==> src/rtl/pp_router_pkg.sv <==
package pp_router_pkg;
  localparam int ADDR_W  = 4;
  localparam int NSLOT   = 1 << ADDR_W;
  localparam int NPORT   = 3;
  localparam int HDR_LEN = 1 + ADDR_W;

  typedef enum logic [1:0] {ST_IDLE, ST_RECV, ST_SWEEP, ST_SEND} rt_state_e;
  typedef enum logic [1:0] {CAST_NONE, CAST_UNI, CAST_MULTI, CAST_BCAST} cast_e;

  function automatic logic [1:0] cast_of(input logic [NPORT-1:0] m);
    int n;
    n = $countones(m);
    if (n == 0)          return CAST_NONE;
    else if (n == 1)     return CAST_UNI;
    else if (n == NPORT) return CAST_BCAST;
    else                 return CAST_MULTI;
  endfunction
endpackage

==> src/rtl/pp_delay_stage.sv <==
module pp_delay_stage #(
  parameter int DEPTH = 1
) (
  input  logic clk,
  input  logic rst_n,
  input  logic pulse_in,
  input  logic use_delay,
  output logic pulse_out
);
  logic [DEPTH-1:0] sr_q, sr_d;

  generate
    if (DEPTH == 1) begin : g_one
      always_comb sr_d = pulse_in;
    end else begin : g_many
      always_comb sr_d = {sr_q[DEPTH-2:0], pulse_in};
    end
  endgenerate

  always_ff @(posedge clk or negedge rst_n) begin
    if (!rst_n) sr_q <= '0;
    else        sr_q <= sr_d;
  end

  assign pulse_out = use_delay ? sr_q[DEPTH-1] : pulse_in;
endmodule

==> src/rtl/pp_slot_match.sv <==
module pp_slot_match
  import pp_router_pkg::*;
#(
  parameter logic [NPORT*NSLOT-1:0] MAP = '0
) (
  input  logic              clk,
  input  logic              rst_n,
  input  logic              sweep_en,
  input  logic              latch_en,
  input  logic [ADDR_W-1:0] slot,
  input  logic              addr_pulse,
  output logic [NPORT-1:0]  route_mask,
  output logic [1:0]        cast_kind
);
  logic [NPORT-1:0] coin, hit_q, hit_d, mask_d;
  logic [1:0]       kind_d;

  always_comb begin
    for (int p = 0; p < NPORT; p++)
      coin[p] = addr_pulse & MAP[p*NSLOT + int'(slot)];
    hit_d  = hit_q;
    mask_d = route_mask;
    kind_d = cast_kind;
    if (latch_en) begin
      mask_d = hit_q | coin;
      kind_d = cast_of(hit_q | coin);
      hit_d  = '0;
    end else if (sweep_en) begin
      hit_d = hit_q | coin;
    end
  end

  always_ff @(posedge clk or negedge rst_n) begin
    if (!rst_n) begin
      hit_q      <= '0;
      route_mask <= '0;
      cast_kind  <= '0;
    end else begin
      hit_q      <= hit_d;
      route_mask <= mask_d;
      cast_kind  <= kind_d;
    end
  end
endmodule

==> src/rtl/pp_pkt_store.sv <==
module pp_pkt_store #(
  parameter int DEPTH = 16
) (
  input  logic clk,
  input  logic rst_n,
  input  logic wr_en,
  input  logic wr_bit,
  input  logic rd_en,
  output logic rd_bit
);
  localparam int PW = $clog2(DEPTH);
  localparam logic [PW-1:0] PTR_LAST = PW'(DEPTH - 1);

  logic [DEPTH-1:0] mem;
  logic [PW-1:0]    wr_ptr, rd_ptr;

  always_ff @(posedge clk) begin
    if (wr_en) mem[wr_ptr] <= wr_bit;
  end

  always_ff @(posedge clk or negedge rst_n) begin
    if (!rst_n) begin
      wr_ptr <= '0;
      rd_ptr <= '0;
    end else begin
      if (wr_en) wr_ptr <= (wr_ptr == PTR_LAST) ? '0 : wr_ptr + 1'b1;
      if (rd_en) rd_ptr <= (rd_ptr == PTR_LAST) ? '0 : rd_ptr + 1'b1;
    end
  end

  assign rd_bit = mem[rd_ptr];
endmodule

==> src/rtl/pp_router.sv <==
module pp_router
  import pp_router_pkg::*;
#(
  parameter int PKT_LEN = 16,
  parameter logic [NPORT*NSLOT-1:0] ROUTE_MAP = {16'hCCA2, 16'h6112, 16'h5645}
) (
  input  logic             clk,
  input  logic             rst_n,
  input  logic             frame_start,
  input  logic             rx_bit,
  output logic             busy,
  output logic             hdr_err,
  output logic [NPORT-1:0] tx_valid,
  output logic [NPORT-1:0] tx_data,
  output logic [NPORT-1:0] route_mask,
  output logic [1:0]       cast_kind
);
  localparam int CNT_W = $clog2(PKT_LEN > NSLOT ? PKT_LEN : NSLOT);
  localparam logic [CNT_W-1:0] PKT_LAST  = CNT_W'(PKT_LEN - 1);
  localparam logic [CNT_W-1:0] SLOT_LAST = CNT_W'(NSLOT - 1);

  // synchronous release of the asynchronous reset
  logic [1:0] rs_q;
  logic       rst_i;
  always_ff @(posedge clk or negedge rst_n) begin
    if (!rst_n) rs_q <= '0;
    else        rs_q <= {rs_q[0], 1'b1};
  end
  assign rst_i = rs_q[1];

  rt_state_e         st_q, st_d;
  logic [CNT_W-1:0]  cnt_q, cnt_d;
  logic [ADDR_W-1:0] addr_q, addr_d;
  logic              err_d;
  logic [NPORT-1:0]  tx_v_d, tx_d_d;
  logic              wr_en, rd_en, rd_bit, tx_any;
  logic              sweep_en, latch_en, inject, addr_pulse;
  logic [ADDR_W:0]   chain;

  assign tx_any   = |tx_valid;
  assign busy     = (st_q != ST_IDLE) | tx_any;
  assign sweep_en = (st_q == ST_SWEEP);
  assign latch_en = sweep_en && (cnt_q == SLOT_LAST);
  assign inject   = sweep_en && (cnt_q == '0);

  always_comb begin
    st_d   = st_q;
    cnt_d  = cnt_q;
    addr_d = addr_q;
    err_d  = 1'b0;
    wr_en  = 1'b0;
    rd_en  = 1'b0;
    tx_v_d = '0;
    tx_d_d = '0;
    unique case (st_q)
      ST_IDLE: begin
        if (frame_start && !tx_any) begin
          if (rx_bit) begin
            st_d  = ST_RECV;
            cnt_d = CNT_W'(1);
            wr_en = 1'b1;
          end else begin
            err_d = 1'b1;
          end
        end
      end
      ST_RECV: begin
        wr_en = 1'b1;
        if (cnt_q >= CNT_W'(1) && cnt_q <= CNT_W'(ADDR_W))
          addr_d = {addr_q[ADDR_W-2:0], rx_bit};
        if (cnt_q == PKT_LAST) begin
          st_d  = ST_SWEEP;
          cnt_d = '0;
        end else begin
          cnt_d = cnt_q + 1'b1;
        end
      end
      ST_SWEEP: begin
        if (cnt_q == SLOT_LAST) begin
          st_d  = ST_SEND;
          cnt_d = '0;
        end else begin
          cnt_d = cnt_q + 1'b1;
        end
      end
      ST_SEND: begin
        if (route_mask == '0) begin
          st_d = ST_IDLE;
        end else begin
          rd_en  = 1'b1;
          tx_v_d = route_mask;
          tx_d_d = {NPORT{rd_bit}} & route_mask;
          if (cnt_q == PKT_LAST) st_d = ST_IDLE;
          else                   cnt_d = cnt_q + 1'b1;
        end
      end
      default: st_d = ST_IDLE;
    endcase
  end

  always_ff @(posedge clk or negedge rst_i) begin
    if (!rst_i) begin
      st_q     <= ST_IDLE;
      cnt_q    <= '0;
      addr_q   <= '0;
      hdr_err  <= 1'b0;
      tx_valid <= '0;
      tx_data  <= '0;
    end else begin
      st_q     <= st_d;
      cnt_q    <= cnt_d;
      addr_q   <= addr_d;
      hdr_err  <= err_d;
      tx_valid <= tx_v_d;
      tx_data  <= tx_d_d;
    end
  end

  // binary-weighted delay line: stage i adds 2**i slots when address bit i is set
  assign chain[0] = inject;
  for (genvar gi = 0; gi < ADDR_W; gi++) begin : g_stage
    pp_delay_stage #(.DEPTH(1 << gi)) u_stage (
      .clk       (clk),
      .rst_n     (rst_i),
      .pulse_in  (chain[gi]),
      .use_delay (addr_q[gi]),
      .pulse_out (chain[gi+1])
    );
  end
  assign addr_pulse = chain[ADDR_W];

  pp_slot_match #(.MAP(ROUTE_MAP)) u_match (
    .clk        (clk),
    .rst_n      (rst_i),
    .sweep_en   (sweep_en),
    .latch_en   (latch_en),
    .slot       (cnt_q[ADDR_W-1:0]),
    .addr_pulse (addr_pulse),
    .route_mask (route_mask),
    .cast_kind  (cast_kind)
  );

  pp_pkt_store #(.DEPTH(PKT_LEN)) u_store (
    .clk    (clk),
    .rst_n  (rst_i),
    .wr_en  (wr_en),
    .wr_bit (rx_bit),
    .rd_en  (rd_en),
    .rd_bit (rd_bit)
  );
endmodule

==> config.mk <==
export PLATFORM = sky130hd
export DESIGN_NAME = pp_router
export DESIGN_NICKNAME = d
export VERILOG_FILES = /design/src/rtl/pp_router_pkg.sv /design/src/rtl/pp_delay_stage.sv /design/src/rtl/pp_slot_match.sv /design/src/rtl/pp_pkt_store.sv /design/src/rtl/pp_router.sv
export SDC_FILE = /design/constraint.sdc
export NUM_CORES = 1
export LEC_CHECK = 0
export BUFFER_PORTS_ARGS = -buffer_cell sky130_fd_sc_hd__buf_2
export CORE_MARGIN = 2
export CORE_UTILIZATION = 60
export DETAILED_ROUTE_END_ITERATION = 10
export PLACE_DENSITY_LB_ADDON = 0.3
export SLEW_MARGIN = 40
export SYNTH_ARGS = -nofsm -noshare
export SYNTH_HDL_FRONTEND = slang
export SYNTH_HIERARCHICAL = 1
export SYNTH_SLANG_ARGS = --single-unit
==> constraint.sdc <==
create_clock -name clk -period 2.1 [get_ports clk]
set_clock_uncertainty 0.1 [all_clocks]
set_input_delay 0.42 -clock clk [delete_from_list [all_inputs] [get_ports clk]]
set_output_delay 0.42 -clock clk [all_outputs]
set_load 0.03 [all_outputs]
======== Word-level counts from Yosys, hierarchy flattened ========
Memory sizes are Yosys's and may differ from the RTL's.
Index checks and enable logic that the tools add are counted.
storage, ports and cells
  memories ................................ 3
  bits in registers ....................... 66
  ROM bits ................................ 144
  logic and storage cells ................. 119
  input port bits ......................... 4
  output and inout bits ................... 13
operators by class
  multiplexer cells ....................... 46
  bitwise gates (word level) .............. 6
  $add $sub $neg .......................... 7
  eq/ne operators ......................... 15
  reductions and logical operators ........ 17
  $lt $le $gt $ge ......................... 8
memories
  memory            depth  bits a word  read ports  clocked after Yosys merged registers in  wr ports  RTL line             RTL
  (name not given)  64     1            1           0                                        0         pp_slot_match.sv:20  coin[p] = addr_pulse & MAP[p*NSLOT + int'(slot)];
  (name not given)  64     1            1           0                                        0         pp_slot_match.sv:20
  (name not given)  16     1            1           0                                        0         pp_slot_match.sv:20
operators by type and width
  operator                                                            count
  less-than comparator 32 x 8 -> 1 bit (second input constant)        2
  adder 32 x 1 -> 32 bit                                              1
  == test 32 x 2 -> 1 bit (second input constant)                     1
  == test 32 x 3 -> 1 bit (second input constant)                     1
  logical NOT 32 bit                                                  1
  two-way mux 4 bit                                                   7
  two-way mux 1 bit                                                   19
  two-way mux 3 bit                                                   6
  bitwise mux 16 bit                                                  1
  two-way mux 2 bit                                                   8
  adder 4 x 1 -> 4 bit (second input constant)                        3
  == test 4 bit (second input constant)                               3
  one-hot mux 4 bit (3 select lines)                                  1
  less-than comparator 4 x 5 -> 1 bit (second input constant)         2
  != test 2 bit (second input constant)                               5
  greater-or-equal comparator 4 x 1 -> 1 bit (second input constant)  2
  one-hot mux 2 bit (4 select lines)                                  1
  adder 6 x 4 -> 7 bit (first input constant)                         1
  less-than comparator 4 x 7 -> 1 bit (second input constant)         1
  adder 5 x 4 -> 6 bit (first input constant)                         1
  logical AND 1 bit                                                   5
  AND reduction 5 bit                                                 1
  binary-select mux 1 bit (select 4 bit)                              1
  demux 1 bit (select 4 bit)                                          1
  20 further kinds                                                    24

======== Depth between registers and ports, before layout ========
  depth after elaboration ................. 14
  gate-level depth with buffers ........... 11

======== Hierarchy ========
Netlist, hierarchy kept.
modules (own cells, without submodules)
  module                                area each (um2)  times used  cells each
  pp_pkt_store                          1124.8           1           86
  pp_router                             959.7            1           80
  pp_slot_match                         486.7            1           45
  pp_delay_stage at g_stage[3].u_stage  215.2            1           9
  pp_delay_stage at g_stage[2].u_stage  115.1            1           5
  pp_delay_stage at g_stage[1].u_stage  65.1             1           3
  pp_delay_stage at g_stage[0].u_stage  40.0             1           2

======== Worst setup path before layout ========
Ideal clock, no wire load.
  path kind ............................... register -> register
  start ................................... register cnt_q[0]
  end ..................................... register u_match.cast_kind[0]
  arrival ................................. 2.916 ns
  clock period less this slack ............ 3.141 ns
  data required time ...................... 1.875 ns
  stages on the path, launching flop included .. 11
  path buffers ............................ 0
  setup slack ............................. -1.041 ns
  cells stage by stage .................... dfrtp_1 > inv_1 > ha_1 > nor4bb_1 > mux2_4 > mux2_4 > mux2_4 > mux2_4 > a21o_1 > fa_1 > mux2_2
on the way
  longest elaborated chain between the ends .. 14
RTL lines
  what                                            RTL line              RTL
  start, declared                                 pp_router.sv:32       logic [CNT_W-1:0] cnt_q, cnt_d;
  start signal, assigned                          pp_router.sv:111      cnt_q <= cnt_d;
  logical NOT 4 bit *                             pp_router.sv:44       assign inject = sweep_en && (cnt_q == '0);
  logical AND 1 bit *                             pp_router.sv:44
  named net chain[0]                              pp_router.sv:38       logic [ADDR_W:0] chain;
  two-way mux 1 bit *                             pp_delay_stage.sv:25  assign pulse_out = use_delay ? sr_q[DEPTH-1] : pulse_in;
  named net chain[1]                              pp_router.sv:38
  two-way mux 1 bit *                             pp_delay_stage.sv:25
  named net chain[2]                              pp_router.sv:38
  two-way mux 1 bit *                             pp_delay_stage.sv:25
  named net chain[3]                              pp_router.sv:38
  (+1 left out)                                   -
  named net addr_pulse                            pp_router.sv:37       logic sweep_en, latch_en, inject, addr_pulse;
  AND 1 bit                                       pp_slot_match.sv:20
  OR 3 bit *                                      pp_slot_match.sv:26   kind_d = cast_of(hit_q | coin);
  adder 1 x 1 -> 2 bit (implied by the code)      pp_router_pkg.sv:12   n = $countones(m);
  adder 32 x 1 -> 32 bit (implied by the code) *  pp_router_pkg.sv:12
  == test 32 x 3 -> 1 bit                         pp_router_pkg.sv:15   else if (n == NPORT) return CAST_BCAST;
  two-way mux 1 bit                               pp_router_pkg.sv:15
  two-way mux 2 bit                               pp_router_pkg.sv:14   else if (n == 1) return CAST_UNI;
  two-way mux 2 bit *                             pp_router_pkg.sv:13   if (n == 0) return CAST_NONE;
  end signal, assigned                            pp_slot_match.sv:41   cast_kind <= kind_d;
  end, declared                                   pp_slot_match.sv:13   output logic [1:0] cast_kind
The timed path passes the listed nets; every way through them passes the cells marked *. The select of a mux whose other input is x is not followed.
A chain may end at the register's enable or synchronous reset.

======== Worst setup path in the final report ========
  start ................................... register cnt_q[1]
  end ..................................... register u_match.cast_kind[0]
Same word-level chain as after synthesis.

==> flow_metrics.py <==
metrics = {
    "status": {
        "status": "finished, violations left",
        "violations": "setup timing",
    },
    "final_layout": {
        "layout-drive-gt1-share": 0.302,
        "multiInputGateArea_um2": 1230,
        "area_delta_synth_final_pct": 19.8,
        "ff_latch_area_um2": 1730,
        "fin_nets": 303,
        "fillers": 304,
        "antennaDiodeCount": 0,
    },
    "sta": {
        "hold_violations": 0,
        "fin_crit_ns": 2.97,
        "rsz0062_at_grt": "true",
        "max_freq_mhz": 337,
        "slew_violations": 0,
        "fin_crit_sh": 1.41,
        "setup_viol": 8,
        "finalWorstSetupSlack_ns": -0.867,
    },
    "logic_synthesis": {
        "netlist_area_um2": 3010,
        "yosys.area.top_type": "dfrtp_1",
        "synth_top_area_frac": 0.416,
        "synth_cells": 230,
        "synth_cell_types": 52,
        "ys_async_sr_fraction": 0.758,
        "ys.flop_type": "dfrtp_1",
        "synthTopCellsByArea": "dfrtp_1, edfxtp_1, ha_1, mux4_1, mux2i_1",
        "syn_area_per_cell_um2": 13.1,
        "yosys_warnings": 6,
        "synth_fp_nets": 250,
        "yosysSeqAreaShare": 0.576,
        "synth_edf_count": 16,
        "ys_ff_latch": 66,
    },
    "power_and_ir_drop": {
        "ir_drop_v": 0.000787,
        "power_switching_mw": 1.61,
        "p_seq_frac": 0.394,
        "combPwrFrac": 0.415,
        "power_frac_clock": 0.191,
        "p_leak_nw": 1.65,
        "internal-power_mw": 2.93,
        "swShare": 0.355,
        "power_mw": 4.54,
        "powerDensity_nw_per_um2": 1260,
    },
    "detailed_routing": {
        "detail-route-antenna-nets": 0,
        "firstDrtPassIters": 4,
        "via_per_inst": 5.49,
        "detail_route.wl_per_cell_um": 15.0,
        "wl_um": 5310,
        "drc": 0,
        "num_vias": 1949,
        "drtIter0Drc": 78,
    },
    "global_routing": {
        "gr-total-overflow": 0,
        "antenna_found_initial": 0,
        "grt_max_degree": 43,
        "grt_pass1_wl_um": 8290,
        "grt_pass1_vias": 1785,
        "track_usage": 0.207,
    },
    "setup_path": {
        "startpoint_type": "flip-flop",
        "arrival_ns": 3.08,
        "cp.required_ns": 2.22,
        "critPathMaxFanout": 4,
        "cp_cell_sequence": "inv_2, ha_4, nor4bb_1, mux2_4, mux2_4, mux2_4, mux2_4, a21o_1, fa_2, mux2_4",
        "path_class": "flip-flop to flip-flop",
        "end_kind": "flip-flop",
        "max_stage_delay_ns": 0.45,
        "cp_common_cell": "mux2_4",
        "crit_slowest_cell": "fa_2",
    },
    "job": {
        "cap_violations": 0,
    },
    "clock_network": {
        "tritoncts": "yes",
        "cts_buffer_depth": 2,
        "path_clk_slew_ns": 0.07,
        "htreeDepth": 3,
        "clock_sinks": 66,
        "clk_latency_ns": 0.34,
        "cts_buffers": 9,
        "cts_root_buf": "clkbuf_8",
    },
    "place": {
        "gp_routability_congestion": 0.816,
        "dp_hpwl_um": 3840,
        "place_ws_ns": -0.852,
        "portBuffers": 16,
    },
    "floorplan": {
        "io_pins": 17,
        "die_area_um2": 5590,
        "start_util": 0.628,
        "coreArea_um2": 4790,
        "die_h_um": 74.8,
        "rows": 25,
        "die_w_um": 74.8,
    },
    "min_path": {
        "hp-class": "flip-flop to asynchronous set/reset pin",
    },
}
-- cells in the mapped netlist, types with 5 or more instances --
| cell | instances |
|---|---|
| mux2_4 | 5 |
| nor3_1 | 7 |
| inv_1 | 12 |
| dfrtp_1 | 50 |
| mux2_1 | 5 |
| nor2_1 | 19 |
| edfxtp_1 | 16 |
| mux2i_1 | 9 |
| o21ai_0 | 10 |
| ha_1 | 15 |
| nand2_1 | 13 |
-- cell usage in the layout, fill, tap and decap left out, types with 3 or more instances in the layout --
cell / count
mux2_1: 5
mux4_1: 4
dfrtp_1: 48
nand3_1: 4
nor2_1: 19
mux2_4: 7
clkbuf_8: 9
and2_1: 3
inv_1: 10
nand2b_1: 4
o21ai_0: 8
clkinv_2: 4
buf_2: 15
mux2i_1: 9
buf_4: 30
o21ai_1: 3
ha_1: 13
xnor2_1: 3
nand2_1: 13
a21oi_1: 4
nor3_1: 7
edfxtp_1: 16
-- layer usage --
layer | global-route usage | wire, um
met2 | 0.324 | 2550
met3 | 0.0750 | 247
met5 | 0 | 0
met4 | 0.0813 | 99
met1 | 0.268 | 2410
-- path summary, 6_finish.rpt --
kind | from | endpoint | slack [ns] | cells past startpoint
worst max register to register | cnt_q[1] | u_match/cast_kind[0] | -0.87 | 10
worst max-delay path | cnt_q[1] | u_match/cast_kind[0] | -0.87 | 10
min in group clk | rx_bit | hdr_err | 0.20 | 2
worst min register to register | rs_q[1] | u_store/wr_ptr[2] | 0.001 | 0
max in group asynchronous | rs_q[1] | tx_valid[0] | 1.43 | 1
worst min-delay path | rs_q[1] | u_store/wr_ptr[2] | 0.001 | 0
-- state kept, by name (all words and copies together) (netlist names) --
signal and count:
addr_q 4, cnt_q 4, g_stage.u_stage/sr_q 15, hdr_err 1, rs_q 2, st_q 2, tx_data 3, tx_valid 3
u_match/cast_kind 2, u_match/hit_q 3, u_match/route_mask 3, u_store/mem 16, u_store/rd_ptr 4, u_store/wr_ptr 4
-- through the flow --
step / area [um2] / utilization / hold slack [ns] / TNS, ns / instances
after floorplan: 3030 / - / 0.0244 / -3.38 / 230
after global placement: 3380 / 0.706 / 0.00856 / -3.06 / 334
after detailed placement: 3380 / 0.706 / 0.0103 / -3.37 / 334
after CTS: 3560 / 0.745 / 0.0119 / -3.43 / 353
after global routing: 3600 / 0.752 / 0.0183 / -4.66 / 355
final: 3600 / 0.752 / 0.00104 / -3.97 / 355
-- power by group through the flow --
stage                     sequential (mW)  clock, mW  combinational (mW)
final                                1.79      0.869                1.88
after CTS                            1.78      0.893                1.81
after global placement               1.79          0                1.71
after global routing                 1.81      0.948                2.09
after floorplan                      1.79          0                1.21
after detailed placement             1.80          0                1.76
-- area by class of cell --
cell class                      instances  area share
Timing Repair Buffer                   49      0.0969
Clock buffer                           10      0.0354
Tap cell                               67      0.0233
Inverter                               12      0.0125
Clock inverter                          6     0.00938
Sequential cell                        66       0.482
Multi-Input combinational cell        145       0.341
-- cells by family (layout without fill, tap and decap cells) --
family,Yosys count,after routing,synth area share
AND/OR/NAND/NOR,65,65,0.117
other,1,1,0.00125
adder cells (fa/ha/maj),16,16,0.0691
buffers and inverters,19,77,0.0291
flip-flops,66,66,0.576
multiplexers,27,27,0.124
AO/OA/AOI/OAI,33,33,0.0757
XOR/XNOR,3,3,0.00874
-- worst max-delay path, delay by kind of cell, from the launching register on --
kind                     cells  cell delay (ns)
adder cells (fa/ha/maj)      2             0.60
flip-flops                   1             0.37
AO/OA/AOI/OAI                1             0.20
multiplexers                 5             1.36
AND/OR/NAND/NOR              1             0.14
buffers and inverters        1             0.06
-- what timing repair did --
item | 4_1_cts | 5_1_grt
hold endpoints to repair | 2 | 0
pin swaps | 2 | 1
endpoints found under the setup margin | 8 | 9
gates resized for setup | 1 | 3
setup buffers | 2 | 2
hold buffers | 1 | 0
No activity file was read; power rests on OpenSTA's default activity.
